`src/rtl/gauss3_pkg.sv`:
```
package gauss3_pkg;

  // taps in one 3x3 window
  localparam int unsigned TAPS      = 9;
  // log2 of the kernel weight total (1+2+1+2+4+2+1+2+1 = 16)
  localparam int unsigned GAIN_LOG2 = 4;

  // Left-shift amount that applies the kernel weight of tap k.
  // One bit per axis for which the tap lies on the middle line.
  function automatic int unsigned tap_shift(input int unsigned k);
    int unsigned sh;
    sh = 0;
    if ((k / 3) == 1) sh = sh + 1;
    if ((k % 3) == 1) sh = sh + 1;
    return sh;
  endfunction

endpackage

```
`src/rtl/gauss3_csa.sv`:
```
// 3:2 carry-save adder across a W-bit word. The carry output is pre-shifted.
// The carry out of the top bit is dropped, which is safe while the true
// total fits in W bits.
module gauss3_csa #(
  parameter int unsigned W = 12
) (
  input  logic [W-1:0] a,
  input  logic [W-1:0] b,
  input  logic [W-1:0] c,
  output logic [W-1:0] s,
  output logic [W-1:0] cy
);

  logic [W-2:0] maj;

  assign s = a ^ b ^ c;

  for (genvar i = 0; i < W - 1; i++) begin : g_maj
    assign maj[i] = (a[i] & b[i]) | (a[i] & c[i]) | (b[i] & c[i]);
  end

  assign cy = {maj, 1'b0};

endmodule

```
`src/rtl/gauss3_c42.sv`:
```
// 4:2 compressor across a W-bit word, made of two multiplexers per bit plus
// XOR parity. The lateral carry goes from bit i to bit i+1. The output carry
// is pre-shifted. Carries past bit W-1 are dropped (the total fits in W bits).
module gauss3_c42 #(
  parameter int unsigned W = 12
) (
  input  logic [W-1:0] x1,
  input  logic [W-1:0] x2,
  input  logic [W-1:0] x3,
  input  logic [W-1:0] x4,
  output logic [W-1:0] s,
  output logic [W-1:0] cy
);

  logic [W-1:0] par;
  logic [W-1:0] lat_in;
  logic [W-2:0] lat_out;
  logic [W-2:0] hi;

  assign par    = x1 ^ x2 ^ x3 ^ x4;
  assign lat_in = {lat_out, 1'b0};

  for (genvar i = 0; i < W - 1; i++) begin : g_cell
    // first mux: majority of x1..x3 selected by x1^x2
    assign lat_out[i] = (x1[i] ^ x2[i]) ? x3[i] : x1[i];
    // second mux: majority of (x1^x2^x3, x4, lateral in) selected by parity
    assign hi[i]      = par[i] ? lat_in[i] : x4[i];
  end

  assign s  = par ^ lat_in;
  assign cy = {hi, 1'b0};

endmodule

```
`src/rtl/gauss3_tree.sv`:
```
// Three-level reduction of nine addends down to two vectors.
//   level 1: three 3:2 adders, 9 -> 6
//   level 2: one 4:2 compressor on four of the six, 6 -> 4
//   level 3: one 4:2 compressor, 4 -> 2
module gauss3_tree import gauss3_pkg::*; #(
  parameter int unsigned W = 12
) (
  input  logic [W-1:0] addend [TAPS],
  output logic [W-1:0] vec_s,
  output logic [W-1:0] vec_c
);

  localparam int unsigned GROUPS = TAPS / 3;

  logic [W-1:0] l1_s [GROUPS];
  logic [W-1:0] l1_c [GROUPS];
  logic [W-1:0] l2_s;
  logic [W-1:0] l2_c;

  for (genvar g = 0; g < GROUPS; g++) begin : g_l1
    gauss3_csa #(.W(W)) u_csa (
      .a  (addend[3*g]),
      .b  (addend[3*g+1]),
      .c  (addend[3*g+2]),
      .s  (l1_s[g]),
      .cy (l1_c[g])
    );
  end

  gauss3_c42 #(.W(W)) u_l2 (
    .x1 (l1_s[0]),
    .x2 (l1_c[0]),
    .x3 (l1_s[1]),
    .x4 (l1_c[1]),
    .s  (l2_s),
    .cy (l2_c)
  );

  gauss3_c42 #(.W(W)) u_l3 (
    .x1 (l2_s),
    .x2 (l2_c),
    .x3 (l1_s[2]),
    .x4 (l1_c[2]),
    .s  (vec_s),
    .cy (vec_c)
  );

endmodule

```
`src/rtl/gauss3x3_filter.sv`:
```
module gauss3x3_filter import gauss3_pkg::*; #(
  parameter int unsigned PIX_W = 8
) (
  input  logic                    clk,
  input  logic                    rst_n,
  input  logic                    in_valid,
  input  logic [TAPS*PIX_W-1:0]   win_pix,
  output logic                    out_valid,
  output logic [PIX_W-1:0]        out_pix
);

  localparam int unsigned SUM_W = PIX_W + GAIN_LOG2;

  // reset release synchronizer
  logic [1:0] rst_sync_q;
  logic       rst_core_n;

  always_ff @(posedge clk or negedge rst_n) begin
    if (!rst_n) rst_sync_q <= 2'b00;
    else        rst_sync_q <= {rst_sync_q[0], 1'b1};
  end

  assign rst_core_n = rst_sync_q[1];

  // weighting by shift
  logic [SUM_W-1:0] addend [TAPS];

  for (genvar k = 0; k < TAPS; k++) begin : g_weight
    assign addend[k] = {{GAIN_LOG2{1'b0}}, win_pix[k*PIX_W +: PIX_W]} << tap_shift(k);
  end

  // compression tree
  logic [SUM_W-1:0] tree_s;
  logic [SUM_W-1:0] tree_c;

  gauss3_tree #(.W(SUM_W)) u_tree (
    .addend (addend),
    .vec_s  (tree_s),
    .vec_c  (tree_c)
  );

  // pipeline state
  logic             st1_v_q, st1_v_d;
  logic [SUM_W-1:0] st1_s_q, st1_s_d;
  logic [SUM_W-1:0] st1_c_q, st1_c_d;
  logic             st2_v_q, st2_v_d;
  logic [PIX_W-1:0] pix_q,   pix_d;
  logic [SUM_W-1:0] fin_sum;

  // next state
  always_comb begin
    st1_v_d = in_valid;
    st1_s_d = st1_s_q;
    st1_c_d = st1_c_q;
    if (in_valid) begin
      st1_s_d = tree_s;
      st1_c_d = tree_c;
    end

    fin_sum = st1_s_q + st1_c_q;

    st2_v_d = st1_v_q;
    pix_d   = pix_q;
    if (st1_v_q) begin
      pix_d = fin_sum[SUM_W-1 -: PIX_W];
    end
  end

  // registers
  always_ff @(posedge clk or negedge rst_core_n) begin
    if (!rst_core_n) begin
      st1_v_q <= 1'b0;
      st1_s_q <= '0;
      st1_c_q <= '0;
      st2_v_q <= 1'b0;
      pix_q   <= '0;
    end else begin
      st1_v_q <= st1_v_d;
      st1_s_q <= st1_s_d;
      st1_c_q <= st1_c_d;
      st2_v_q <= st2_v_d;
      pix_q   <= pix_d;
    end
  end

  assign out_valid = st2_v_q;
  assign out_pix   = pix_q;

endmodule

```
`config.mk`:
```
export PLATFORM = sky130hd
export DESIGN_NAME = gauss3x3_filter
export DESIGN_NICKNAME = d
export VERILOG_FILES = /design/src/rtl/gauss3_pkg.sv /design/src/rtl/gauss3_csa.sv /design/src/rtl/gauss3_c42.sv /design/src/rtl/gauss3_tree.sv /design/src/rtl/gauss3x3_filter.sv
export SDC_FILE = /design/constraint.sdc
export NUM_CORES = 1
export LEC_CHECK = 0
export BUFFER_PORTS_ARGS = -buffer_cell sky130_fd_sc_hd__buf_4
export CAP_MARGIN = 5
export CORE_UTILIZATION = 35
export DETAILED_ROUTE_END_ITERATION = 10
export SLEW_MARGIN = 20
export SYNTH_ARGS = -nofsm -noshare
export SYNTH_HDL_FRONTEND = slang
export SYNTH_SLANG_ARGS = --single-unit
```
`constraint.sdc`:
```
create_clock -name clk -period 0.8 [get_ports clk]
set_input_delay 0.04 -clock clk [delete_from_list [all_inputs] [get_ports clk]]
set_output_delay 0.04 -clock clk [all_outputs]
set_load 0.005 [all_outputs]
```
==> impl_metrics.toml <==
[run_status]
status = "complete, but fails checks"
violations = "setup timing"

[timing]
setup-violations-final = 35
hold_ws_ns = 0.07400
finClkSkew_ns = 0.003948
rsz0062_at_grt = "yes"
slew_viol_final = 0
fin_crit_ns = 2.172
final_hold_viol_count = 0
fin_ws_ns = -1.372
max_clock_freq_ghz = 0.4604
fin_crit_sh_pct = 271.5

[pwr]
power_uw = 16140
clkPwrFrac_pct = 9.8
peakVddDrop_uv = 1402
cellLeakagePower_uw = 0.002249
p_per_area_mw_per_mm2 = 3419
power_frac_seq_pct = 17.0
power.combinational.fraction_pct = 73.2
power.net_switching_uw = 5502
switching_share_pct = 34.08
p_int_uw = 10640

[grt]
gr-total-overflow = 0
grt_pass1_vias = 2511
grt.total_usage_pct = 15.73
grt_max_degree = 30
grt_first_pass_wirelength_um = 10590
antenna_found_initial = 0

[cts]
path_clk_slew_ns = 0.07
insertion_delay_ns = 0.28
root_buffer = "clkbuf_8"
cts_tree = "built"
clock-sinks = 31
clk_path_buf_depth = 2
htreeDepth = 2
cts_made_buffers = 5

[routing]
viasPerCell = 4.652
wl_um = 5977
drtAntennaViolNets = 0
first_iter_violations = 55
wl_per_cell_um = 12.37
first_pass_iters = 2
vias = 2247
drt_drc_violations_left = 0

[finish]
layout_commonest_cell = "buf_4"
post-route-util_pct = 61.11
final_area_mm2 = 0.004722
nets = 492
instances_no_fill = 483
final_cell_mix = "112 x buf_4, 37 x buf_6, 29 x dfrtp_1, 21 x maj3_2, 19 x fa_1"
syn_to_final_growth_pct = 68.18
layout-drive-gt1-share_pct = 65.35
n_antenna_cell = 0

[critical_path]
r2r_slack_ns = -1.17
path_cells = "buf_6 > fa_1 > xor3_1 > maj3_2 > buf_4 > nor2_4 > o21a_2 > xnor3_1 > mux2_4"
cp_max_fo = 2
end_kind = "register"
setup.worst_path.end = "st1_s_q[8]"
rr_endpoint = "out_pix[7]"
crit_type = "input port to register"
critPathSlowestCell = "fa_1"
crit_start = "win_pix[22]"
cpPeakStageDelay_ns = 0.58
arrival_ns = 2.34
crit_required_ns = 0.97
reg2reg_depth = 7
cp-start-kind = "input port"
critical_path.reg2reg.startpoint = "st1_s_q[3]"

[die]
die-area_mm2 = 0.008384
initial_core_util_pct = 36.33
coreArea_mm2 = 0.007727
die_h_um = 91.57
num_io_pins = 84
num_rows = 32
die_w_um = 91.57

[placement]
dp_hpwl_um = 4602
dpl_cell_area_mm2 = 0.004189
place_congestion = 0.7602
place_inst = 464
numPortBuffers = 83

[synthesis]
syn_area_per_cell_um2 = 12.65
syn_area_mm2 = 0.002808
yosysSeqAreaShare_pct = 27.63
synth_ff_type = "dfrtp_1"
synth_cell_types = 37
synth_edf_count = 0
yosysWarnings = 0
ys_ff_latch = 31
async_flop_share_pct = 100.0
synth_nets = 334
synthCells = 222

[min_path]
holdCritPathClass = "input port to asynchronous set/reset pin"

[flow_run]
cap_violations = 0
[final cells by class]
cell class	instances	area, um^2
fill	644	3005
multi-input combinational	180	2331
timing repair buffer	154	1338
sequential	31	778.2
tap	102	127.6
clock buffer	6	82.58
clock inverter	2	35.03
inverter	8	30.03
[through the flow]
step / setup slack [ns] / setup TNS, ns
after floorplan: -1.515 / -30.04
after global placement: -1.649 / -35.29
after detailed placement: -1.690 / -35.83
after CTS: -1.367 / -30.23
after global routing: -1.402 / -32.15
final: -1.372 / -30.38
[routing by layer]
layer / global-route usage, % / wire length (um) / vias up
met5: 0 / 0 / -
met4: 4.101 / 64 / 0
met3: 3.350 / 294 / 9
met2: 28.70 / 3120 / 57
met1: 18.57 / 2497 / 1082
li1: - / - / 1099
[cell usage after synthesis, drive strengths merged, types with 7 or more instances]
cell type / instances / area, um^2
a21oi: 14 / 70.07
xor2: 8 / 70.07
inv: 7 / 26.28
xor3: 7 / 168.9
dfrtp: 31 / 775.7
o21ai: 8 / 40.04
ha: 16 / 200.2
xnor2: 29 / 261.5
fa: 21 / 420.4
maj3: 21 / 216.5
nor2: 9 / 33.78
xnor3: 7 / 157.7
mux2: 14 / 161.4
[logic make-up after synthesis]
kind of cell	count (synthesis)	share of synthesized area (%)
fa+ha+maj	58	29.81
other cells	1	0.1336
simple gates	16	2.719
buf+inv	11	1.471
compound gates	40	9.047
flops	31	27.63
xor+xnor	51	23.44
mux	14	5.748
[critical path, delay by kind of cell]
kind / cells / cell delay, ns
AO/OA/AOI/OAI: 1 / 0.15
XOR/XNOR: 2 / 0.66
adder cells (fa/ha/maj): 2 / 0.91
buffers and inverters: 2 / 0.24
multiplexers: 1 / 0.26
AND/OR/NAND/NOR: 1 / 0.07
[power by group through the flow]
stage	logic (uW)	clock network [uW]	registers [uW]
after global placement	9790	0	2710
after detailed placement	9960	0	2720
after floorplan	6430	0	2650
after global routing	12900	1690	2820
after CTS	11100	1640	2730
final	11800	1580	2750
[state kept, by name (all words and copies together), names as in the netlist]
name,cells
out_pix,8
out_valid,1
rst_sync_q,2
st1_c_q,10
st1_s_q,9
st1_v_q,1
[how the worst min path moves through the flow]
stage,slack [ns],from,end
CTS,0.07,rst_n,rst_sync_q[1]
detailed placement,-0.18,rst_n,rst_sync_q[0]
global route,0.09,rst_n,rst_sync_q[1]
finish,0.07,rst_n,rst_sync_q[1]
global placement,-0.18,rst_n,rst_sync_q[0]
floorplan,-0.26,rst_n,rst_sync_q[0]
[repair_timing]
action	in CTS	in global routing
setup buffers	7	6
setup endpoints to repair	36	37
pin swaps	45	20
endpoints found under the hold margin	3	0
hold buffers	2	0
resized for setup	54	30
No activity file was read; power rests on OpenSTA's default activity.
